--- src/rtl/tlb_sw_refill.sv ---
module tlb_sw_refill #(
  parameter int ENTRIES   = 16,
  parameter int VA_W      = 32,
  parameter int PAGE_BITS = 12,
  parameter int ASID_W    = 8,
  localparam int IDX_W    = $clog2(ENTRIES),
  localparam int VPN_W    = VA_W - PAGE_BITS
) (
  input  logic              clk,
  input  logic              rst_n,
  input  logic              flush,
  input  logic [ASID_W-1:0] cur_asid,
  input  logic              lk_valid,
  input  logic              lk_write,
  input  logic [VA_W-1:0]   lk_vaddr,
  output logic              lk_hit,
  output logic              lk_miss,
  output logic              lk_fault,
  output logic [VA_W-1:0]   lk_paddr,
  input  logic              wr_en,
  input  logic              wr_random,
  input  logic [IDX_W-1:0]  wr_index,
  input  logic [VPN_W-1:0]  wr_vpn,
  input  logic [ASID_W-1:0] wr_asid,
  input  logic [VPN_W-1:0]  wr_pfn,
  input  logic              wr_global,
  input  logic              wr_can_read,
  input  logic              wr_can_write,
  output logic [IDX_W-1:0]  rand_slot,
  input  logic [IDX_W-1:0]  rd_index,
  output logic              rd_valid,
  output logic [VPN_W-1:0]  rd_vpn,
  output logic [ASID_W-1:0] rd_asid,
  output logic [VPN_W-1:0]  rd_pfn,
  output logic              rd_global,
  output logic              rd_can_read,
  output logic              rd_can_write,
  output logic              rd_dirty,
  output logic              rd_used
);

  logic [ENTRIES-1:0] v_q, g_q, pr_q, pw_q, d_q, u_q;
  logic [VPN_W-1:0]   vpn_q [ENTRIES];
  logic [VPN_W-1:0]   pfn_q [ENTRIES];
  logic [ASID_W-1:0]  asid_q[ENTRIES];

  logic [3:0]         lfsr_q;
  logic               phase_q;

  logic [VPN_W-1:0]   lk_vpn;
  logic [ENTRIES-1:0] match;
  logic [IDX_W-1:0]   sel;
  logic               any;
  logic               perm_ok;
  logic [IDX_W-1:0]   ws;
  logic               do_wr;

  assign lk_vpn = lk_vaddr[VA_W-1:PAGE_BITS];

  for (genvar i = 0; i < ENTRIES; i++) begin : g_cmp
    assign match[i] = v_q[i] && (vpn_q[i] == lk_vpn) &&
                      (g_q[i] || (asid_q[i] == cur_asid));
  end

  always_comb begin
    sel = '0;
    any = 1'b0;
    for (int i = ENTRIES - 1; i >= 0; i--) begin
      if (match[i]) begin
        any = 1'b1;
        sel = IDX_W'(i);
      end
    end
  end

  assign perm_ok  = lk_write ? pw_q[sel] : pr_q[sel];
  assign lk_hit   = lk_valid && any && perm_ok;
  assign lk_fault = lk_valid && any && !perm_ok;
  assign lk_miss  = lk_valid && !any;
  assign lk_paddr = lk_hit ? {pfn_q[sel], lk_vaddr[PAGE_BITS-1:0]} : '0;

  assign rand_slot = IDX_W'({28'd0, lfsr_q ^ {3'b000, phase_q}} % ENTRIES);
  assign ws        = wr_random ? rand_slot : wr_index;
  assign do_wr     = wr_en && !flush;

  always_ff @(posedge clk or negedge rst_n) begin
    if (!rst_n) begin
      lfsr_q  <= 4'b0001;
      phase_q <= 1'b0;
    end else begin
      lfsr_q  <= {lfsr_q[2:0], lfsr_q[3] ^ lfsr_q[2]};
      phase_q <= !phase_q;
    end
  end

  always_ff @(posedge clk or negedge rst_n) begin
    if (!rst_n) begin
      v_q  <= '0;
      g_q  <= '0;
      pr_q <= '0;
      pw_q <= '0;
      d_q  <= '0;
      u_q  <= '0;
    end else begin
      if (lk_hit) begin
        u_q[sel] <= 1'b1;
        if (lk_write) d_q[sel] <= 1'b1;
      end
      if (flush) begin
        v_q <= '0;
      end else if (wr_en) begin
        v_q[ws]  <= 1'b1;
        g_q[ws]  <= wr_global;
        pr_q[ws] <= wr_can_read;
        pw_q[ws] <= wr_can_write;
        d_q[ws]  <= 1'b0;
        u_q[ws]  <= 1'b0;
      end
    end
  end

  always_ff @(posedge clk) begin
    if (do_wr) begin
      vpn_q[ws]  <= wr_vpn;
      pfn_q[ws]  <= wr_pfn;
      asid_q[ws] <= wr_asid;
    end
  end

  assign rd_valid     = v_q[rd_index];
  assign rd_vpn       = vpn_q[rd_index];
  assign rd_asid      = asid_q[rd_index];
  assign rd_pfn       = pfn_q[rd_index];
  assign rd_global    = g_q[rd_index];
  assign rd_can_read  = pr_q[rd_index];
  assign rd_can_write = pw_q[rd_index];
  assign rd_dirty     = d_q[rd_index];
  assign rd_used      = u_q[rd_index];

endmodule

--- config.mk ---
export PLATFORM = sky130hd
export DESIGN_NAME = tlb_sw_refill
export DESIGN_NICKNAME = d
export VERILOG_FILES = /design/src/rtl/tlb_sw_refill.sv
export SDC_FILE = /design/constraint.sdc
export NUM_CORES = 1
export LEC_CHECK = 0
export ABC_AREA = 0
export BUFFER_PORTS_ARGS = -buffer_cell sky130_fd_sc_hd__buf_4
export CAP_MARGIN = 20
export CORE_AREA = 2 2 335 337
export DETAILED_ROUTE_END_ITERATION = 10
export DIE_AREA = 0 0 337 339
export PLACE_DENSITY = 0.64
export SLEW_MARGIN = 10
export SYNTH_ARGS = -nofsm -noshare
export SYNTH_HDL_FRONTEND = slang
export SYNTH_SLANG_ARGS = --single-unit
--- constraint.sdc ---
create_clock -name clk -period 12.7 [get_ports clk]
set_clock_uncertainty 0.2 [all_clocks]
set_input_delay 2.54 -clock clk [delete_from_list [all_inputs] [get_ports clk]]
set_output_delay 2.54 -clock clk [all_outputs]
set_load 0.005 [all_outputs]
==> results by group, run 1 <==
Drt
  – Final WL: 153000 um
  – DRC Markers: 0
  – Highest routed layer: met5
  – Via Count: 28.4k
  – WL met1: 62100 um
  – Wire per inst: 32.5 um
  – DR WL met3: 13600 um
  – Vias per cell: 6.04
  – First-pass detailed-route iteration total: 6
  – Drt initial violations: 3851
  – Final antenna-violating net count: 0
  – Routed wl met2: 70400 um

Finish
  – Finished layout cell area: 49500 um2
  – Final Util: 44.8%
  – Filler Cell Count: 9743
  – Post-Layout Cell Count: 4700
  – Layout area overhead: 12.8%
  – Nets: 3238
  – Share of cells above drive strength 1: 21.7%

Critical path
  – RR Endpoint: u_q[12]$_DFF_PN0_
  – Slowest stage delay, CP: 0.81 ns
  – Crit path capture: lk_paddr[22]
  – Flop2flop setup slack: 6.90 ns
  – Critical path class: in2out
  – R2R depth: 12
  – Cells along the critical path: buf_4, xor2_1, nor4_1, a21oi_1, or4_1, nand4_1, or4b_1, nor4_1, a21o_1, a211o_1, nor3_4, o21bai_4, buf_4, a2111oi_4, buf_4
  – Slowest-stage cell, CP: nor4_1
  – Arr. time, crit path: 8.04 ns
  – Worst endpoint required time: 9.96 ns
  – CP Capture Type: output pin
  – Most used cell, CP: buf_4
  – R2r startpoint: asid_q[5][7]$_DFFE_PP_
  – CP Launch Type: input port
  – Crit path launch: cur_asid[7]
  – Crit Path Max Fanout: 19

Logic synthesis
  – Yosys reg bits: 869
  – Post-Synthesis Cell Area: 43800 um2
  – Synth Flop Type: edfxtp_1
  – Synth Net Count: 3101
  – Ranking of synthesized cells by area: edfxtp_1 (53%), mux4_2 (14%), xor2_1 (7.4%)
  – Post-synthesis cell type count: 71
  – EDFF count, synth: 768
  – Seq/Total Area, Yosys: 58.4%
  – Synth Warn #: 0
  – Synth top area share: 52.6%
  – Syn Area/Cell: 14.6 um2
  – Asr flop ratio synth: 11.6%
  – Synth area leader: edfxtp_1
  – Synth Instances: 2995

Job
  – Max Cap Viol: 0

STA
  – Period utilisation layout: 84.9%
  – Headroom to the max-slew limit: 20.8%
  – Worst Max-Slew Pin Slew: 1.19 ns
  – Endpoints failing setup: 0
  – Minimum clock period after layout: 10.78 ns
  – TNS Setup: 0 ns
  – Max Freq: 0.0927 GHz
  – Fin Hold WS: 0.218 ns
  – Hold Fails Final Rpt: 0
  – Fin. max-slew vios: 0
  – RSZ-0062 raised after global routing: false

Placement
  – Final Wtd Congestion: 0.992
  – DP HPWL: 104000 um
  – DP Cell Count: 4523
  – Placed cell area: 46400 um2
  – I/O Buffers: 198

Clock tree
  – Setup Fix Bufs, Post-CTS: 0
  – Clk pin slew, worst setup/hold paths: 0.05 ns
  – CTS sink cnt: 869
  – CTS buffer count: 95
  – Clk_lat worst skew: 0.68 ns
  – Post-CTS sizing: 0
  – # hold bufs at CTS: 0
  – Max clock buf depth: 3
  – H-tree levels: 3
  – Root Buffer: clkbuf_16
  – CTS tree: built

Power and ir drop
  – Max VDD drop: 0.000106 V
  – Net switching power: 1.55 mW
  – Clock power frac: 42.0%
  – Net Sw Frac: 23.9%
  – Leakage power: 16.7 nW
  – PwrDens: 131 nW/um2
  – Logic pwr share: 8.7%
  – Pint: 4.93 mW
  – Seq pwr share: 49.2%

Floorplan
  – Chip height: 339 um
  – Die area: 114000 um2
  – Initial Util: 39.7%
  – Die width: 337 um
  – Top Ports: 199
  – FP Rows: 122
  – Core area: 110000 um2

Global route
  – First-pass GRT wire length: 214000 um
  – Overflow after GRT: 0
  – Vias in the first global route: 28.1k
  – Initial antenna violation count: 8
  – Tot GR Track Use: 26.5%
  – Largest net degree at the start of global routing: 83

Worst hold path
  – Worst Hold Class: reg2reg

Outcome
  – Outcome: finished clean
==> cells in the final DEF (no fill, tap or decap), drive strengths merged, types with 6 or more instances in the layout <==
master     n
o21ai     43
a211oi    63
o22ai     23
mux2i     67
bufinv     6
a2111oi   21
nor3      35
dfrtp    100
mux4     272
nor4     137
nand3     32
nand4     54
xnor2     81
buf      236
xor2     369
nand4b    12
or4       20
clkbuf   131
nand2    325
inv       40
a21oi     92
nor4b     12
edfxtp   768
nor3b     10
and2      67
clkinv    48
nor2      66
o41ai      7
==> critical path, delay by kind of cell <==
kind / cells / cell delay [ns]
simple gates: 6 / 3.08
buf+inv: 3 / 0.68
xor+xnor: 1 / 0.19
compound gates: 5 / 1.49
==> layer usage <==
layer	vias up	global-route usage, %
li1	11883	-
met1	14645	36.7
met2	1559	41.0
met3	294	5.09
met4	12	10.9
met5	-	0
==> worst min path at each step <==
stage,from,endpoint,slack (ns),cells after the start
CTS,lfsr_q[0]$_DFF_PN1_,lfsr_q[1]$_DFF_PN0_,0.22,0
floorplan,lfsr_q[1]$_DFF_PN0_,lfsr_q[2]$_DFF_PN0_,0.19,0
global route,lfsr_q[0]$_DFF_PN1_,lfsr_q[1]$_DFF_PN0_,0.22,0
detailed placement,lfsr_q[0]$_DFF_PN1_,lfsr_q[1]$_DFF_PN0_,0.21,0
global placement,lfsr_q[0]$_DFF_PN1_,lfsr_q[1]$_DFF_PN0_,0.21,0
finish,lfsr_q[0]$_DFF_PN1_,lfsr_q[1]$_DFF_PN0_,0.22,0
==> state kept, by name, summed over array words and instances, names as in the netlist <==
register and cells:
asid_q 128, u_q 16, lfsr_q 4, phase_q 1, g_q 16, pfn_q 320
d_q 16, vpn_q 320, v_q 16, pw_q 16, pr_q 16
==> kinds of logic (layout without fill, tap and decap cells) <==
group,Yosys count,after routing,share of synthesized area (%)
mux,339,339,15.5
buf+inv,247,463,2.96
flops,869,869,58.4
other cells,0,1,0
compound gates,289,289,4.77
xor+xnor,450,450,8.99
simple gates,801,801,9.41
==> power by group through the flow <==
stage	logic (mW)	clock network, mW	registers (mW)
after CTS	0.562	2.75	3.19
final	0.565	2.72	3.19
after global placement	0.560	0	3.24
after global routing	0.592	2.86	3.19
after detailed placement	0.560	0	3.24
after floorplan	0.315	0	3.24
==> metrics by stage <==
stage	total power, mW	setup slack [ns]
6_report	6.47	1.92
5_1_grt	6.64	1.84
4_1_cts	6.50	2.09
3_5_place_dp	3.80	2.09
3_3_place_gp	3.80	2.14
2_1_floorplan	3.55	4.09
==> cell type report <==
class / count / area [um2] / area share (%)
Tap cell: 1488 / 1860 / 3.76
Clock buffer: 131 / 2600 / 5.27
Clock inverter: 45 / 408 / 0.825
Inverter: 51 / 214 / 0.433
Timing Repair Buffer: 236 / 1800 / 3.64
Sequential cell: 869 / 25600 / 51.7
Antenna cell: 1 / 2.50 / 0.00506
Multi-Input combinational cell: 1879 / 17000 / 34.3
==> synth_stat cells (11+ instances only) <==
cell	n
dfrtp_1	100
clkbuf_1	87
o21ai_0	42
buf_4	15
nor2_1	65
xor2_1	369
nand4_1	54
a211oi_1	62
nand4b_1	12
mux2i_1	67
buf_6	36
buf_1	24
o22ai_1	23
nand2_1	325
edfxtp_1	768
a2111oi_2	11
mux4_2	272
inv_1	49
xnor2_1	81
nor3_1	34
nor4_1	137
a21oi_1	91
or4_1	20
buf_2	33
and2_1	67
nand3_1	32
No activity file was read; power rests on OpenSTA's default activity.
==> run 2: changes to the inputs <==
--- a/config.mk
+++ b/config.mk
@@ -11,7 +11,7 @@
 export CORE_AREA = 2 2 335 337
 export DETAILED_ROUTE_END_ITERATION = 10
 export DIE_AREA = 0 0 337 339
-export PLACE_DENSITY = 0.64
+export PLACE_DENSITY = 0.67
 export SLEW_MARGIN = 10
 export SYNTH_ARGS = -nofsm -noshare
 export SYNTH_HDL_FRONTEND = slang
==> constraint.sdc (replaced) <==
create_clock -name clk -period 9.4 [get_ports clk]
set_clock_uncertainty 0.2 [all_clocks]
set_input_delay 1.88 -clock clk [delete_from_list [all_inputs] [get_ports clk]]
set_output_delay 1.88 -clock clk [all_outputs]
set_load 0.005 [all_outputs]
==> run 2 against run 1 <==
Count of clock-buffer cells in the layout shrank 26. Clock power grew 37%. Die area is the same. Global-route usage shrank 0.52 points. Combinational power grew 36%. Register-to-register slack lost 3.2 ns. Power grew 36%. Flip-flop and latch count is the same. Sequential share of layout area shrank 0.32 points. Setup slack lost 1.5 ns. Worst hold slack lost 0.0082 ns. Critical endpoint is now lk_paddr[16].
==> results by group, run 2 (synthesis results as in run 1) <==
Finish
  – Layout area overhead: 13.5%
  – Nets: 3258 (+0.62%)
  – Leading cell type in the layout, fill and taps excluded: edfxtp_1
  – Final Util: 45.1% (+0.28 points)
  – Share of cells above drive strength 1: 22.6% (+0.88 points)
  – Top Registers: pfn_q x320, vpn_q x320, asid_q x128
  – Filler Cell Count: 9606 (-1.4%)
  – Most frequent cells in the layout: edfxtp_1 (768), xor2_1 (369), nand2_1 (325)

Power and ir drop
  – PwrDens: 177 nW/um2 (+35%)
  – Max VDD drop: 0.000181 V (+70%)
  – Leakage power: 16.8 nW (+0.92%)

Global route
  – Vias in the first global route: 28.0k (-0.29%)
  – First-pass GRT wire length: 210000 um (-1.8%)
  – Initial antenna violation count: 10 (+2)
  – Tot GR Track Use: 26.0% (-0.52 points)
  – Overflow after GRT: 0 (unchanged)
  – Largest net degree at the start of global routing: 164 (+98%)

Clock tree
  – Clk pin slew, worst setup/hold paths: 0.06 ns (about the same)
  – CTS tree: built
  – Setup Fix Bufs, Post-CTS: 0 (unchanged)
  – Max clock buf depth: 3 (unchanged)
  – Clk_lat worst skew: 0.70 ns (+0.02 ns)
  – CTS buffer count: 91 (-4.2%)
  – Root Buffer: clkbuf_16
  – CTS sink cnt: 869 (unchanged)
  – # hold bufs at CTS: 0 (unchanged)
  – Post-CTS sizing: 0 (unchanged)
  – H-tree levels: 3 (unchanged)

Drt
  – Vias per cell: 6.07 (+0.44%)
  – First-pass detailed-route iteration total: 6 (unchanged)
  – Wire per inst: 31.8 um (-2.3%)
  – Final antenna-violating net count: 0 (unchanged)
  – DRC Markers: 0 (unchanged)
  – Drt initial violations: 3932 (+2.1%)
  – Via Count: 28.6k (+0.78%)
  – Final WL: 150000 um (-2.0%)

Placement
  – DP HPWL: 101000 um (-2.5%)
  – I/O Buffers: 198 (unchanged)
  – Final Wtd Congestion: 1.00 (+1.3%)

Floorplan
  – Chip height: 339 um (unchanged)
  – Die area: 114000 um2 (unchanged)
  – Die width: 337 um (unchanged)
  – Top Ports: 199 (unchanged)
  – Initial Util: 39.7% (unchanged)
  – Core area: 110000 um2 (unchanged)
  – FP Rows: 122 (unchanged)

STA
  – Minimum clock period after layout: 9.03 ns
  – Period utilisation layout: 96.1%
  – Headroom to the max-slew limit: 24.0% (+3.2 points)
  – Max Freq: 0.111 GHz
  – Hold Fails Final Rpt: 0 (unchanged)
  – RSZ-0062 raised after global routing: false
  – Fin. max-slew vios: 0 (unchanged)
  – Endpoints failing setup: 0 (unchanged)
  – TNS Setup: 0 ns (unchanged)
  – Worst Max-Slew Pin Slew: 1.14 ns (-0.0482 ns)

Job
  – Max Cap Viol: 0 (unchanged)

Critical path
  – Worst endpoint required time: 7.32 ns (-2.64 ns)
  – Slowest-stage cell, CP: nor4_1
  – Slowest stage delay, CP: 0.72 ns (-0.09 ns)
  – R2R depth: 11 (-1)
  – Arr. time, crit path: 6.95 ns (-1.09 ns)
  – Flop2flop setup slack: 3.66 ns (-3.24 ns)
  – CP bufs+invs: 3 (unchanged)
  – Worst path depth: 14 (-1)
  – Crit path max-delay family: compound AO/OA/AOI/OAI gates
  – CP Launch Type: input port
  – CP Capture Type: output pin
  – Cells along the critical path: buf_4, xor2_1, nor4_1, a21oi_1, or4_1, o21ai_1, o2bb2ai_4, buf_12, and2_1, a211oi_1, a21oi_1, nor2_1, a2111oi_1, buf_4
  – Critical path class: in2out
  – Crit Path Max Fanout: 148 (+129)

Worst hold path
  – Worst Hold Class: reg2reg
  – WHS Path Cells: 0 (unchanged)

Outcome
  – Outcome: finished clean
## run 2: cell types whose count changed in the layout (fill, tap and decap cells not counted), sizes merged
cell and change:
buf +24, bufinv +4, clkbuf -26, clkinv +5, clkinvlp +5, diode +4
## run 2: routing by layer
layer  GRT usage (%)  up-vias  share of wire [%]
met2            39.5     1556                 45
met3            5.45      314                9.3
met4            11.5       10                5.0
li1                -    11941                  -
met5               0        -              0.046
met1            35.9    14793                 40
## run 2: metrics by stage
step / power (mW) / instances / worst slack (ns) / hold slack (ns) / instance area [um2]
2_1_floorplan: 4.80 / 2995 / 2.11 / 0.187 / 43800
3_3_place_gp: 5.14 / 4547 / 0.419 / 0.202 / 46700
3_5_place_dp: 5.14 / 4547 / 0.420 / 0.202 / 46700
4_1_cts: 8.83 / 4711 / 0.387 / 0.213 / 49700
5_1_grt: 9.01 / 4713 / 0.186 / 0.222 / 49800
6_report: 8.81 / 4716 / 0.371 / 0.210 / 49800
## run 2: power breakdown
group,total (mW),internal [mW],switching (mW)
clock,3.73,2.11,1.62
combinational,0.766,0.290,0.476
sequential,4.31,4.26,0.0428
total,8.81,6.66,2.14
## run 2: cell type report
cell class / count / area, um2 / share of cell area [%]
timing repair buffer: 260 / 2040 / 4.10
sequential: 869 / 25600 / 51.4
multi-input combinational: 1879 / 17000 / 34.1
clock buffer: 105 / 2370 / 4.77
antenna: 5 / 12.5 / 0.0251
inverter: 51 / 214 / 0.430
tap: 1488 / 1860 / 3.74
clock inverter: 59 / 696 / 1.40
## run 2: final timing paths
path,startpoint,endpoint
min in group asynchronous,rst_n,g_q[11]$_DFFE_PN0P_
max reg2reg,asid_q[3][5]$_DFFE_PP_,u_q[13]$_DFF_PN0_
min reg2reg,lfsr_q[0]$_DFF_PN1_,lfsr_q[1]$_DFF_PN0_
max in group asynchronous,rst_n,d_q[9]$_DFF_PN0_
max,cur_asid[5],lk_paddr[16]
min,lfsr_q[0]$_DFF_PN1_,lfsr_q[1]$_DFF_PN0_
